[src/rtl/dbc_pkg.sv]
package dbc_pkg;
  typedef enum logic [1:0] {
    DC_NEVER    = 2'd0,
    DC_IF_TRUE  = 2'd1,
    DC_IF_FALSE = 2'd2,
    DC_ALWAYS   = 2'd3
  } dcode_e;

  localparam int unsigned NUM_DEC = 3;
  localparam int unsigned DEC_IRQ = 0;
  localparam int unsigned DEC_BR  = 1;
  localparam int unsigned DEC_WT  = 2;
endpackage

[src/rtl/dbc_match.sv]
module dbc_match #(
  parameter int unsigned STAT_W = 4
) (
  input  logic [STAT_W-1:0] status,
  input  logic [STAT_W-1:0] mask,
  input  logic [STAT_W-1:0] value,
  output logic              hit
);
  always_comb begin
    hit = ((status & mask) == (value & mask));
  end
endmodule

[src/rtl/dbc_decide.sv]
module dbc_decide
  import dbc_pkg::*;
(
  input  logic [1:0] code,
  input  logic       cond,
  output logic       decision
);
  dcode_e code_e;

  always_comb begin
    code_e = dcode_e'(code);
    unique case (code_e)
      DC_NEVER:    decision = 1'b0;
      DC_IF_TRUE:  decision = cond;
      DC_IF_FALSE: decision = ~cond;
      DC_ALWAYS:   decision = 1'b1;
      default:     decision = 1'b0;
    endcase
  end
endmodule

[src/rtl/dbc_ptr_step.sv]
module dbc_ptr_step #(
  parameter int unsigned PTR_W     = 32,
  parameter int unsigned DESC_BYTES = 16
) (
  input  logic [PTR_W-1:0] cur_ptr,
  input  logic [PTR_W-1:0] target,
  input  logic             take,
  output logic [PTR_W-1:0] nxt
);
  localparam logic [PTR_W-1:0] STEP = PTR_W'(DESC_BYTES);

  always_comb begin
    if (take) nxt = target;
    else      nxt = cur_ptr + STEP;
  end
endmodule

[src/rtl/dbc_eval_top.sv]
module dbc_eval_top
  import dbc_pkg::*;
#(
  parameter int unsigned PTR_W      = 32,
  parameter int unsigned STAT_W     = 4,
  parameter int unsigned DESC_BYTES = 16
) (
  input  logic              clk,
  input  logic              rst_n,
  input  logic              eval_req,
  input  logic [5:0]        ctl_bits,
  input  logic [STAT_W-1:0] dev_status,
  input  logic [STAT_W-1:0] int_mask,
  input  logic [STAT_W-1:0] int_val,
  input  logic [STAT_W-1:0] br_mask,
  input  logic [STAT_W-1:0] br_val,
  input  logic [STAT_W-1:0] wait_mask,
  input  logic [STAT_W-1:0] wait_val,
  input  logic [PTR_W-1:0]  cur_ptr,
  input  logic [PTR_W-1:0]  cmd_dep,
  output logic              irq_pulse,
  output logic              advance,
  output logic              wait_hold,
  output logic [PTR_W-1:0]  next_ptr,
  output logic              branch_taken
);
  localparam logic [PTR_W-1:0] STEP = PTR_W'(DESC_BYTES);

  logic [STAT_W-1:0] sel_mask [NUM_DEC];
  logic [STAT_W-1:0] sel_val  [NUM_DEC];
  logic [1:0]        code     [NUM_DEC];
  logic [NUM_DEC-1:0] cond_hit;
  logic [NUM_DEC-1:0] dec;

  always_comb begin
    sel_mask[DEC_IRQ] = int_mask;  sel_val[DEC_IRQ] = int_val;
    sel_mask[DEC_BR]  = br_mask;   sel_val[DEC_BR]  = br_val;
    sel_mask[DEC_WT]  = wait_mask; sel_val[DEC_WT]  = wait_val;
    code[DEC_IRQ] = ctl_bits[5:4];
    code[DEC_BR]  = ctl_bits[3:2];
    code[DEC_WT]  = ctl_bits[1:0];
  end

  // One compare and one decode per decision, all on the same status sample
  for (genvar g = 0; g < NUM_DEC; g++) begin : g_dec
    dbc_match #(.STAT_W(STAT_W)) i_match (
      .status (dev_status),
      .mask   (sel_mask[g]),
      .value  (sel_val[g]),
      .hit    (cond_hit[g])
    );
    dbc_decide i_decide (
      .code     (code[g]),
      .cond     (cond_hit[g]),
      .decision (dec[g])
    );
  end

  logic [PTR_W-1:0] ptr_calc;
  dbc_ptr_step #(.PTR_W(PTR_W), .DESC_BYTES(DESC_BYTES)) i_step (
    .cur_ptr (cur_ptr),
    .target  (cmd_dep),
    .take    (dec[DEC_BR]),
    .nxt     (ptr_calc)
  );

  // Next-state logic
  logic             irq_d, adv_d, wait_d, bt_d;
  logic             ptr_en;
  logic [PTR_W-1:0] ptr_d;

  always_comb begin
    adv_d  = eval_req & ~dec[DEC_WT];
    irq_d  = adv_d & dec[DEC_IRQ];
    wait_d = eval_req ? dec[DEC_WT] : wait_hold;
    ptr_en = adv_d;
    ptr_d  = ptr_calc;
    bt_d   = dec[DEC_BR];
  end

  // Registers
  always_ff @(posedge clk or negedge rst_n) begin
    if (!rst_n) begin
      irq_pulse <= 1'b0;
      advance   <= 1'b0;
      wait_hold <= 1'b0;
    end else begin
      irq_pulse <= irq_d;
      advance   <= adv_d;
      wait_hold <= wait_d;
    end
  end

  always_ff @(posedge clk or negedge rst_n) begin
    if (!rst_n) begin
      next_ptr     <= '0;
      branch_taken <= 1'b0;
    end else if (ptr_en) begin
      next_ptr     <= ptr_d;
      branch_taken <= bt_d;
    end
  end

  // Assertions
  assert_irq_needs_eval_R3: assert property (@(posedge clk) disable iff (!rst_n)
    !eval_req |=> !irq_pulse);
  assert_irq_implies_adv_R3: assert property (@(posedge clk) disable iff (!rst_n)
    irq_pulse |-> advance);
  assert_adv_excludes_wait_R6: assert property (@(posedge clk) disable iff (!rst_n)
    advance |-> !wait_hold);
  assert_adv_needs_eval_R8: assert property (@(posedge clk) disable iff (!rst_n)
    !eval_req |=> !advance);
  assert_ptr_stable_R7: assert property (@(posedge clk) disable iff (!rst_n)
    !advance |-> $stable(next_ptr) && $stable(branch_taken));
  assert_branch_target_R4: assert property (@(posedge clk) disable iff (!rst_n)
    eval_req |=> (advance && branch_taken) -> (next_ptr == $past(cmd_dep)));
  assert_seq_step_R5: assert property (@(posedge clk) disable iff (!rst_n)
    eval_req |=> (advance && !branch_taken) -> (next_ptr == $past(cur_ptr) + STEP));
  assert_wait_holds_R6: assert property (@(posedge clk) disable iff (!rst_n)
    !eval_req |=> $stable(wait_hold));
endmodule

[config.mk]
export PLATFORM = sky130hd
export DESIGN_NAME = dbc_eval_top
export DESIGN_NICKNAME = d
export VERILOG_FILES = /design/src/rtl/dbc_pkg.sv /design/src/rtl/dbc_match.sv /design/src/rtl/dbc_decide.sv /design/src/rtl/dbc_ptr_step.sv /design/src/rtl/dbc_eval_top.sv
export SDC_FILE = /design/constraint.sdc
export NUM_CORES = 1
export LEC_CHECK = 0
export ABC_AREA = 0
export BUFFER_PORTS_ARGS = -buffer_cell sky130_fd_sc_hd__buf_2
export CAP_MARGIN = 20
export CORE_AREA = 2 2 76 78
export DETAILED_ROUTE_END_ITERATION = 12
export DIE_AREA = 0 0 78 80
export PLACE_DENSITY = 0.9
export SLEW_MARGIN = 10
export SYNTH_ARGS = -nofsm -noshare
export SYNTH_HDL_FRONTEND = slang
export SYNTH_HIERARCHICAL = 1
export SYNTH_SLANG_ARGS = --single-unit
export TNS_END_PERCENT = 20
[constraint.sdc]
create_clock -name clk -period 1.28 [get_ports clk]
set_input_delay 0.064 -clock clk [delete_from_list [all_inputs] [get_ports clk]]
set_output_delay 0.064 -clock clk [all_outputs]
set_load 0.05 [all_outputs]
==> flow_metrics.py <==
metrics = {
    "pwr": {
        "static-leakage-power_nw": 2.00,
        "power.total_mw": 5.50,
        "peakVddDrop_uv": 862,
        "power.density_mw_per_mm2": 1350,
    },
    "finish": {
        "final_cell_mix": "buf_2, buf_4, dfrtp_1",
        "design_area_mm2": 0.00408,
        "fin_cells": 516,
        "n_fill_cell": 377,
        "antenna_cells": 0,
        "final_common_cell": "buf_2",
        "multiInputGateArea_mm2": 0.00162,
        "fin_nets": 545,
        "seqCellArea_um2": 901,
        "area_growth_pct": 56.3,
        "layout-drive-gt1-share_pct": 60.1,
    },
    "setup_path": {
        "cp-end-kind": "register",
        "cp.arrival_ns": 1.92,
        "cp_slowest_cell": "mux2_4",
        "crit_chain": "buf_6 -> xor2_1 -> a22o_1 -> a221oi_2 -> mux2_4 -> nor2b_4 -> buf_4 -> buf_12 -> mux2_2",
        "cp_max_fo": 5,
        "crit_path_max_incr_delay_ns": 0.35,
        "cp-start-kind": "input port",
        "path_class": "in2reg",
        "crit_required_ns": 1.44,
    },
    "timing": {
        "fin_crit_sh_pct": 138,
        "rsz0062_at_grt": "yes",
        "fin_ws_ns": -0.481,
        "fin_skew_ns": 0,
        "worst_slew_pin_slew_ns": 0.462,
        "hold_viol": 0,
        "slew_violations": 0,
        "clock.fmax_mhz": 568,
        "slew_headroom_pct": 69.2,
        "setup-violations-final": 35,
        "fin_crit_ns": 1.76,
        "holdWs_ns": 0.0810,
    },
    "global_routing": {
        "grt_pass1_vias": 2759,
        "use_met3_pct": 4.41,
        "grt_max_degree": 37,
        "grt.met1_usage_pct": 28.7,
        "grt_first_pass_wirelength_um": 12400,
        "use_met2_pct": 49.8,
        "overflow": 0,
        "antenna_found_initial": 0,
        "grt_busiest_layer": "met2",
        "grt_use_total_pct": 25.5,
    },
    "yosys": {
        "synthCells": 251,
        "avgSynthCellArea_um2": 10.4,
        "synth_nets": 353,
        "yosysUniqueCellTypes": 32,
        "synth_seq_area_share_pct": 34.5,
        "netlist_area_mm2": 0.00261,
        "ys_warn_count": 6,
        "synth-seq-cells": 36,
    },
    "worst_hold_path": {
        "min_path_type": "in2reg",
    },
    "drt": {
        "drtIter0Drc": 81,
        "drt_pass1_iterations": 4,
        "via_count": 2760,
        "routed_wl_um": 8120,
        "viasPerCell": 5.35,
        "drc": 0,
        "wl_per_cell_um": 15.7,
        "final_antenna_net_count": 0,
    },
    "floorplanning": {
        "die_area_mm2": 0.00624,
        "start_util_pct": 48.2,
        "fp.dieH_um": 80,
        "ios": 137,
        "row_count": 27,
        "chipWidth_um": 78,
        "coreArea_mm2": 0.00541,
    },
    "placement": {
        "dp_cells": 497,
        "port_buffers": 136,
        "place_area_mm2": 0.00369,
        "detailed_place_hpwl_um": 5960,
        "routabilityCongestion": 0.884,
    },
    "clock_network": {
        "clock_latency_ns": 0.27,
        "cts_root_buf": "clkbuf_8",
        "clk_pin_slew_ns": 0.07,
        "clockBufferDepth": 2,
        "htree_num_levels": 2,
        "cts_buffers": 5,
        "cts_tree": "yes",
        "clock-sinks": 36,
    },
    "outcome": {
        "status": "complete, but fails checks",
        "violations": "setup timing",
    },
    "flow_run": {
        "max_cap_violations": 0,
    },
}
report_power, final:
group          leakage [nW]  internal, mW  switching, mW
sequential            0.427          1.44          0.170
clock                0.0645         0.687          0.390
combinational          1.51          1.08           1.74
total                  2.00          3.21           2.30
metal layers:
| metal | vias to the layer above | share of wire, % |
|---|---|---|
| met3 | 10 | 6.4 |
| met2 | 125 | 54 |
| met1 | 1311 | 38 |
| li1 | 1314 | - |
| met4 | 0 | 1.1 |
| met5 | - | 0 |
cell usage after synthesis, drive strengths merged:
cell	count	share of area, %
o311ai	1	0.34
xnor2	4	1.3
nand4	6	1.7
a221oi	3	1.7
nand2	26	3.7
nor2	12	1.7
o211ai	5	1.4
dfrtp	36	35
and4	2	0.67
mux2	42	23
or2	2	0.48
o21ai	14	2.7
xor2	18	6.0
inv	7	1.0
buf	8	3.6
ha	1	0.48
o31ai	8	2.3
and2	1	0.24
a31oi	11	2.6
nor3	1	0.19
clkbuf	6	0.86
nor4	1	0.24
or3	4	0.96
nand3	11	2.1
or4	16	4.6
clkinv	1	0.14
nor2b	1	0.53
a22o	3	1.0
metrics by stage:
step           setup TNS, ns  util (%)  setup slack, ns
4_1_cts               -14.25      74.9           -0.472
6_report              -15.01      75.4           -0.481
5_1_grt               -15.79      75.4           -0.504
2_1_floorplan         -17.68         -           -0.576
3_3_place_gp          -22.90      68.2           -0.757
3_5_place_dp          -24.97      68.2           -0.831
timing repair:
item | 4_1_cts | 5_1_grt
resized for setup | 25 | 7
hold buffers | 1 | 0
setup buffers | 5 | 1
endpoints found under the hold margin | 36 | 0
cloned | 4 | 0
pin swaps | 12 | 5
setup endpoints to repair | 35 | 35
final timing paths:
path,slack (ns),depth (start not counted),from,end
min in group asynchronous,0.36,3,rst_n,next_ptr[22]$_DFFE_PN0P_
max reg2reg,0.49,1,next_ptr[9]$_DFFE_PN0P_,next_ptr[9]$_DFFE_PN0P_
min reg2reg,0.50,1,next_ptr[28]$_DFFE_PN0P_,next_ptr[28]$_DFFE_PN0P_
min,0.08,2,eval_req,wait_hold$_DFFE_PN0P_
max,-0.48,9,dev_status[3],next_ptr[29]$_DFFE_PN0P_
max in group asynchronous,0.58,3,rst_n,branch_taken$_DFFE_PN0P_
critical path: cells and delay by family:
kind | cells | cell delay (ns)
AO/OA/AOI/OAI | 2 | 0.43
XOR/XNOR | 1 | 0.15
buffers and inverters | 3 | 0.37
multiplexers | 2 | 0.68
AND/OR/NAND/NOR | 1 | 0.21
flip-flops by register name, indices dropped and copies added (netlist names):
register and cells:
wait_hold 1, next_ptr 32, branch_taken 1, advance 1, irq_pulse 1
cell type report:
cell class,instances,area share [%]
Clock buffer,7,2.36
Timing Repair Buffer,199,32.1
Tap cell,72,2.21
Clock inverter,1,0.737
Sequential cell,36,22.1
Multi-Input combinational cell,193,39.7
Inverter,8,0.737
logic make-up after synthesis:
kind of cell    count (synthesis)  share of synthesized area, %
simple gates                   83                          17.2
buf+inv                        22                          5.66
fa+ha+maj                       1                         0.480
compound gates                 45                          12.1
flops                          36                          34.5
xor+xnor                       22                          7.39
mux                            42                          22.6
(Power assumes the default switching activity.)
